### config.mk
export PLATFORM = sky130hd
export DESIGN_NAME = pf_supervisor
export DESIGN_NICKNAME = d
export VERILOG_FILES = /design/src/rtl/pfs_pkg.sv /design/src/rtl/pfs_cond_chan.sv /design/src/rtl/pfs_shutdown_seq.sv /design/src/rtl/pfs_reg_ctl.sv /design/src/rtl/pf_supervisor.sv
export SDC_FILE = /design/constraint.sdc
export NUM_CORES = 1
export LEC_CHECK = 0
export BUFFER_PORTS_ARGS = -buffer_cell sky130_fd_sc_hd__buf_2
export CAP_MARGIN = 20
export CELL_PAD_IN_SITES_DETAIL_PLACEMENT = 0
export CELL_PAD_IN_SITES_GLOBAL_PLACEMENT = 1
export CORE_ASPECT_RATIO = 0.75
export CORE_MARGIN = 1.5
export CORE_UTILIZATION = 39
export DETAILED_ROUTE_END_ITERATION = 7
export GPL_TIMING_DRIVEN = 0
export PLACE_DENSITY = 0.79
export SKIP_LAST_GASP = 1
export SLEW_MARGIN = 10
export SYNTH_ARGS = -nofsm -noshare
export SYNTH_HDL_FRONTEND = slang
export SYNTH_SLANG_ARGS = --single-unit
export TNS_END_PERCENT = 20
### constraint.sdc
create_clock -name clk -period 2.2 [get_ports clk]
set_input_delay 0.11 -clock clk [delete_from_list [all_inputs] [get_ports clk]]
set_output_delay 0.11 -clock clk [all_outputs]
set_load 0.02 [all_outputs]
### src/rtl/pfs_pkg.sv
package pfs_pkg;
  typedef enum logic [1:0] {
    SEQ_MON  = 2'd0,
    SEQ_FUSE = 2'd1,
    SEQ_OTP  = 2'd2,
    SEQ_DONE = 2'd3
  } seq_state_t;

  localparam logic [1:0] MODE_NORMAL = 2'd0;
  localparam logic [1:0] MODE_SLEEP  = 2'd1;
endpackage

### src/rtl/pfs_cond_chan.sv
module pfs_cond_chan #(
  parameter int DLY_W = 8
) (
  input  logic             clk,
  input  logic             rst_n,
  input  logic             eval_i,
  input  logic             hit_i,
  input  logic [DLY_W-1:0] delay_i,
  output logic             alert_o,
  output logic             trip_o
);
  localparam logic [DLY_W-1:0] CNT_MAX = '1;

  logic [DLY_W-1:0] cnt_q, cnt_d;
  logic             alert_q, alert_d;

  // Persistence count holds consecutive high samples seen before this one.
  always_comb begin
    cnt_d   = cnt_q;
    alert_d = alert_q;
    if (eval_i) begin
      alert_d = hit_i;
      if (!hit_i) begin
        cnt_d = '0;
      end else if (cnt_q != CNT_MAX) begin
        cnt_d = cnt_q + 1'b1;
      end
    end
  end

  assign trip_o  = eval_i && hit_i && (cnt_q >= delay_i);
  assign alert_o = alert_q;

  always_ff @(posedge clk or negedge rst_n) begin
    if (!rst_n) begin
      cnt_q   <= '0;
      alert_q <= 1'b0;
    end else if (eval_i) begin
      cnt_q   <= cnt_d;
      alert_q <= alert_d;
    end
  end
endmodule

### src/rtl/pfs_shutdown_seq.sv
module pfs_shutdown_seq
  import pfs_pkg::*;
(
  input  logic clk,
  input  logic rst_n,
  input  logic start_i,
  input  logic fuse_en_i,
  input  logic otp_en_i,
  input  logic sleep_en_i,
  input  logic fuse_done_i,
  input  logic otp_done_i,
  output logic fet_off_o,
  output logic fuse_blow_o,
  output logic otp_prog_o,
  output logic deep_sleep_o
);
  seq_state_t state_q, state_d;

  always_comb begin
    state_d = state_q;
    unique case (state_q)
      SEQ_MON: begin
        if (start_i) begin
          if (fuse_en_i)     state_d = SEQ_FUSE;
          else if (otp_en_i) state_d = SEQ_OTP;
          else               state_d = SEQ_DONE;
        end
      end
      SEQ_FUSE: begin
        if (fuse_done_i) state_d = otp_en_i ? SEQ_OTP : SEQ_DONE;
      end
      SEQ_OTP: begin
        if (otp_done_i) state_d = SEQ_DONE;
      end
      SEQ_DONE: state_d = SEQ_DONE;
      default:  state_d = SEQ_MON;
    endcase
  end

  always_ff @(posedge clk or negedge rst_n) begin
    if (!rst_n) state_q <= SEQ_MON;
    else        state_q <= state_d;
  end

  assign fet_off_o    = (state_q != SEQ_MON);
  assign fuse_blow_o  = (state_q == SEQ_FUSE);
  assign otp_prog_o   = (state_q == SEQ_OTP);
  assign deep_sleep_o = (state_q == SEQ_DONE) && sleep_en_i;
endmodule

### src/rtl/pfs_reg_ctl.sv
module pfs_reg_ctl #(
  parameter int REG_N = 2
) (
  input  logic             clk,
  input  logic             rst_n,
  input  logic             force_off_i,
  input  logic             wr_i,
  input  logic [REG_N-1:0] wdata_i,
  output logic [REG_N-1:0] en_o
);
  logic [REG_N-1:0] en_q, en_d;
  logic             upd;

  // A fault with the force-off option set wins over a write in the same cycle.
  always_comb begin
    upd  = force_off_i || wr_i;
    en_d = force_off_i ? '0 : wdata_i;
  end

  always_ff @(posedge clk or negedge rst_n) begin
    if (!rst_n)   en_q <= '0;
    else if (upd) en_q <= en_d;
  end

  assign en_o = en_q;
endmodule

### src/rtl/pf_supervisor.sv
module pf_supervisor
  import pfs_pkg::*;
#(
  parameter int N_COND = 4,
  parameter int DLY_W  = 8
) (
  input  logic              clk,
  input  logic              rst_n,
  input  logic              tick_i,
  input  logic [1:0]        mode_i,
  input  logic [N_COND-1:0] over_i,
  input  logic [N_COND-1:0] enable_i,
  input  logic [DLY_W-1:0]  delay_i,
  input  logic              cfg_fuse_en_i,
  input  logic              cfg_otp_en_i,
  input  logic              cfg_reg_off_i,
  input  logic              cfg_sleep_en_i,
  input  logic              cmd_fault_i,
  input  logic              reg_wr_i,
  input  logic [1:0]        reg_wdata_i,
  input  logic              fuse_done_i,
  input  logic              otp_done_i,
  output logic              alert_o,
  output logic [N_COND-1:0] alert_vec_o,
  output logic              fault_o,
  output logic [N_COND:0]   fault_src_o,
  output logic              fet_off_o,
  output logic              fuse_blow_o,
  output logic              otp_prog_o,
  output logic [1:0]        reg_en_o,
  output logic              deep_sleep_o
);
  localparam int SRC_W = N_COND + 1;

  logic              mode_ok;
  logic              eval;
  logic [N_COND-1:0] hit;
  logic [N_COND-1:0] trip;
  logic              start;
  logic [SRC_W-1:0]  src_q, src_d;

  assign mode_ok = (mode_i == MODE_NORMAL) || (mode_i == MODE_SLEEP);
  assign eval    = tick_i && mode_ok && !fault_o;
  assign hit     = over_i & enable_i;

  for (genvar g = 0; g < N_COND; g++) begin : g_chan
    pfs_cond_chan #(.DLY_W(DLY_W)) u_chan (
      .clk     (clk),
      .rst_n   (rst_n),
      .eval_i  (eval),
      .hit_i   (hit[g]),
      .delay_i (delay_i),
      .alert_o (alert_vec_o[g]),
      .trip_o  (trip[g])
    );
  end

  assign start = !fault_o && ((|trip) || cmd_fault_i);

  always_comb begin
    src_d = src_q | {cmd_fault_i, trip};
  end

  always_ff @(posedge clk or negedge rst_n) begin
    if (!rst_n) src_q <= '0;
    else        src_q <= src_d;
  end

  assign fault_src_o = src_q;
  assign fault_o     = |src_q;
  assign alert_o     = |alert_vec_o;

  pfs_shutdown_seq u_seq (
    .clk          (clk),
    .rst_n        (rst_n),
    .start_i      (start),
    .fuse_en_i    (cfg_fuse_en_i),
    .otp_en_i     (cfg_otp_en_i),
    .sleep_en_i   (cfg_sleep_en_i),
    .fuse_done_i  (fuse_done_i),
    .otp_done_i   (otp_done_i),
    .fet_off_o    (fet_off_o),
    .fuse_blow_o  (fuse_blow_o),
    .otp_prog_o   (otp_prog_o),
    .deep_sleep_o (deep_sleep_o)
  );

  pfs_reg_ctl #(.REG_N(2)) u_reg (
    .clk         (clk),
    .rst_n       (rst_n),
    .force_off_i (start && cfg_reg_off_i),
    .wr_i        (reg_wr_i),
    .wdata_i     (reg_wdata_i),
    .en_o        (reg_en_o)
  );
endmodule

==> flow_metrics.tcl <==
set metrics [dict create \
    status "complete, but fails checks" \
    violations "setup timing" \
    synth_enable_flop_cells 0 \
    die_h_um 79.36 \
    reg2reg_from "g_chan[3].u_chan.cnt_q[5]" \
    cp_max_fo 4 \
    p_leak_nw 1.782 \
    grt_max_degree 46 \
    drive_gt1_share_pct 25.32 \
    port_buffers 46 \
    yosys_register_bits 45 \
    post-dp-hpwl_um 5276 \
    boundaryPins 48 \
    synth_ff_type "dfrtp_1" \
    arrival_ns 2.42 \
    drc 0 \
    hold_path_class "in2reg" \
    track_usage_pct 18.12 \
    synthCells 318 \
    fmax_mhz 450.0 \
    dr.pass1.iters 4 \
    cts.sinks 45 \
    overflow 0 \
    reg2reg_depth 7 \
    crit_end "u_seq.state_q[1]" \
    routed_wl_um 7063 \
    crit_start "g_chan[3].u_chan.cnt_q[5]" \
    p_seq_share_pct 53.1 \
    clk_latency_ns 0.30 \
    hold_ws_ns 0.05626 \
    total_power_mw 1.615 \
    cap_violations 0 \
    worstMarginPinSlew_ns 0.5835 \
    die_area_um2 8317 \
    yosys_warnings 0 \
    grt_pass1_vias 2408 \
    fin_nets 453 \
    finalWorstSetupSlack_ns -0.02229 \
    p_clk_share_pct 31.5 \
    power.switching_mw 0.4349 \
    cts-root-buf "clkbuf_8" \
    tns_ns -0.02229 \
    syn_nets 385 \
    clock_skew_ns 0.004159 \
    yosys.area.top_type_share_pct 37.14 \
    busiest_layer "met2" \
    power_density_nw_per_um2 438.8 \
    finalMaxSlewViolations 0 \
    p_int_mw 1.180 \
    worstReg2RegEnd "u_seq.state_q[1]" \
    met1_usage_pct 26.33 \
    drtAntennaViolNets 0 \
    wire_per_inst_um 14.47 \
    seq_area_frac_synth_pct 37.14 \
    netlist_area_um2 3032 \
    endpoint_kind "register" \
    num_rows 27 \
    peakVddDrop_mv 0.2117 \
    n_fill_cell 715 \
    period_share_pct 101.0 \
    synth_cell_types 46 \
    cts.path.max_buffers 2 \
    cts_tree "yes" \
    comb_power_share_pct 15.4 \
    utilization_pct 49.53 \
    fin_area_um2 3681 \
    r2r_slack_ns -0.02 \
    period_needed_ns 2.222 \
    place_congestion 0.7593 \
    setup_viol 1 \
    drt_iter0_drc 81 \
    gr-usage-met3_pct 3.366 \
    final_common_cell "buf_2" \
    avgViaCountPerCell 5.121 \
    final_cell_mix "buf_2, dfrtp_1, nor2_1" \
    clkTransAtPathRegs_ns 0.09 \
    yosys-top-cells-area "dfrtp_1, ha_1, nor2_1" \
    grt_pass1_wl_um 11850 \
    diodes 0 \
    antenna_found_initial 0 \
    synthToLayoutAreaGrowth_pct 21.42 \
    fp.dieW_um 104.8 \
    synthArstFlopShare_pct 100.0 \
    cts_buffers 5 \
    crit_type "reg2reg" \
    core_um2 7432 \
    startpoint_type "register" \
    cp.required_ns 2.39 \
    p_sw_share_pct 26.92 \
    placed_cell_area_um2 3388 \
    cts_htree_levels 2 \
    hold_viol_final 0 \
    met2_usage_pct 27.45 \
    relSlewSlack_pct 61.10 \
    vias 2499 \
    yosys.area.top_type "dfrtp_1" \
    rsz0062_at_grt "true" \
    start_util_pct 40.79 \
    avgSynthCellArea_um2 9.534 \
]
[kinds of logic after synthesis]
family	count (synthesis)	synth area share, %
and+or+nand+nor	127	20.92
AOI/OAI and AO/OA	61	16.43
DFF	45	37.14
adders and majority gates	36	14.86
buffers and inverters	25	3.632
xor gates and xnor gates	22	6.356
muxes	2	0.6604
[what timing repair did]
| action | CTS | global route |
|---|---|---|
| setup buffers | 7 | 5 |
| resized for setup | 7 | 11 |
| hold buffers | 1 | 1 |
| setup endpoints to repair | 10 | 29 |
| pin swaps | 7 | 9 |
| hold endpoints to repair | 2 | 19 |
[worst min-delay path by stage]
stage,depth (start not counted),start,slack [ns],end
6_report,2,fuse_done_i,0.06,u_seq.state_q[1]
5_1_grt,2,fuse_done_i,0.07,u_seq.state_q[1]
4_1_cts,1,rst_n,0.02,fault_src_o[0]
3_5_place_dp,2,cfg_reg_off_i,0.30,u_reg.en_o[1]
3_3_place_gp,2,cfg_reg_off_i,0.30,u_reg.en_o[1]
2_1_floorplan,0,rst_n,-0.19,fault_src_o[0]
[power by group through the flow]
stage	Combinational, mW	Sequential, mW	Clock, mW
after floorplan	0.115	0.877	0
after global placement	0.199	0.877	0
after detailed placement	0.203	0.877	0
after CTS	0.225	0.859	0.535
after global routing	0.278	0.860	0.568
final	0.249	0.858	0.509
[Yosys cell counts (all sizes together), types with 3 or more instances]
cell type  count
xor2          12
a21oi         15
a21o           6
ha            36
nand2         26
o21ai         15
o21a           4
and3           3
nand2b         8
nor3          11
nand4         10
nor2          38
dfrtp         45
inv           19
a2111oi        7
buf            5
xnor2         10
nand3         20
or3            4
[stage by stage]
| step | worst slack (ns) | cells |
|---|---|---|
| 2_1_floorplan | 0.002546 | 318 |
| 3_3_place_gp | -0.2215 | 465 |
| 3_5_place_dp | -0.2204 | 465 |
| 4_1_cts | -0.1113 | 481 |
| 5_1_grt | -0.1079 | 488 |
| 6_report | -0.02229 | 488 |
[sequential cells by signal, summed over array words and instances (netlist names)]
register	count
u_seq.state_q	2
fault_src_o	5
g_chan.u_chan.cnt_q	32
u_reg.en_o	2
g_chan.u_chan.alert_o	4
[layout make-up]
class	count	area [µm²]	share of cell area (%)
multi-input combinational	248	1874	50.92
sequential	45	1127	30.63
tap	101	126.4	3.433
buffer	6	38.79	1.054
clock inverter	2	10.01	0.2719
inverter	19	71.32	1.937
timing repair buffer	61	360.3	9.789
clock buffer	6	72.57	1.971
[critical path, stage by stage, from the launching register on]
cell	delay, ns
dfrtp_1	0.42
ha_1	0.28
or3_1	0.34
a21oi_2	0.15
nor3_2	0.09
a2111oi_4	0.39
a31oi_2	0.15
a221o_1	0.30
[layer usage]
layer	wire [µm]	vias to the layer above
met5	0	-
met4	75	0
met3	386	7
met2	2937	54
met1	3663	1160
li1	-	1278
Power figures use the tool's default switching activity.
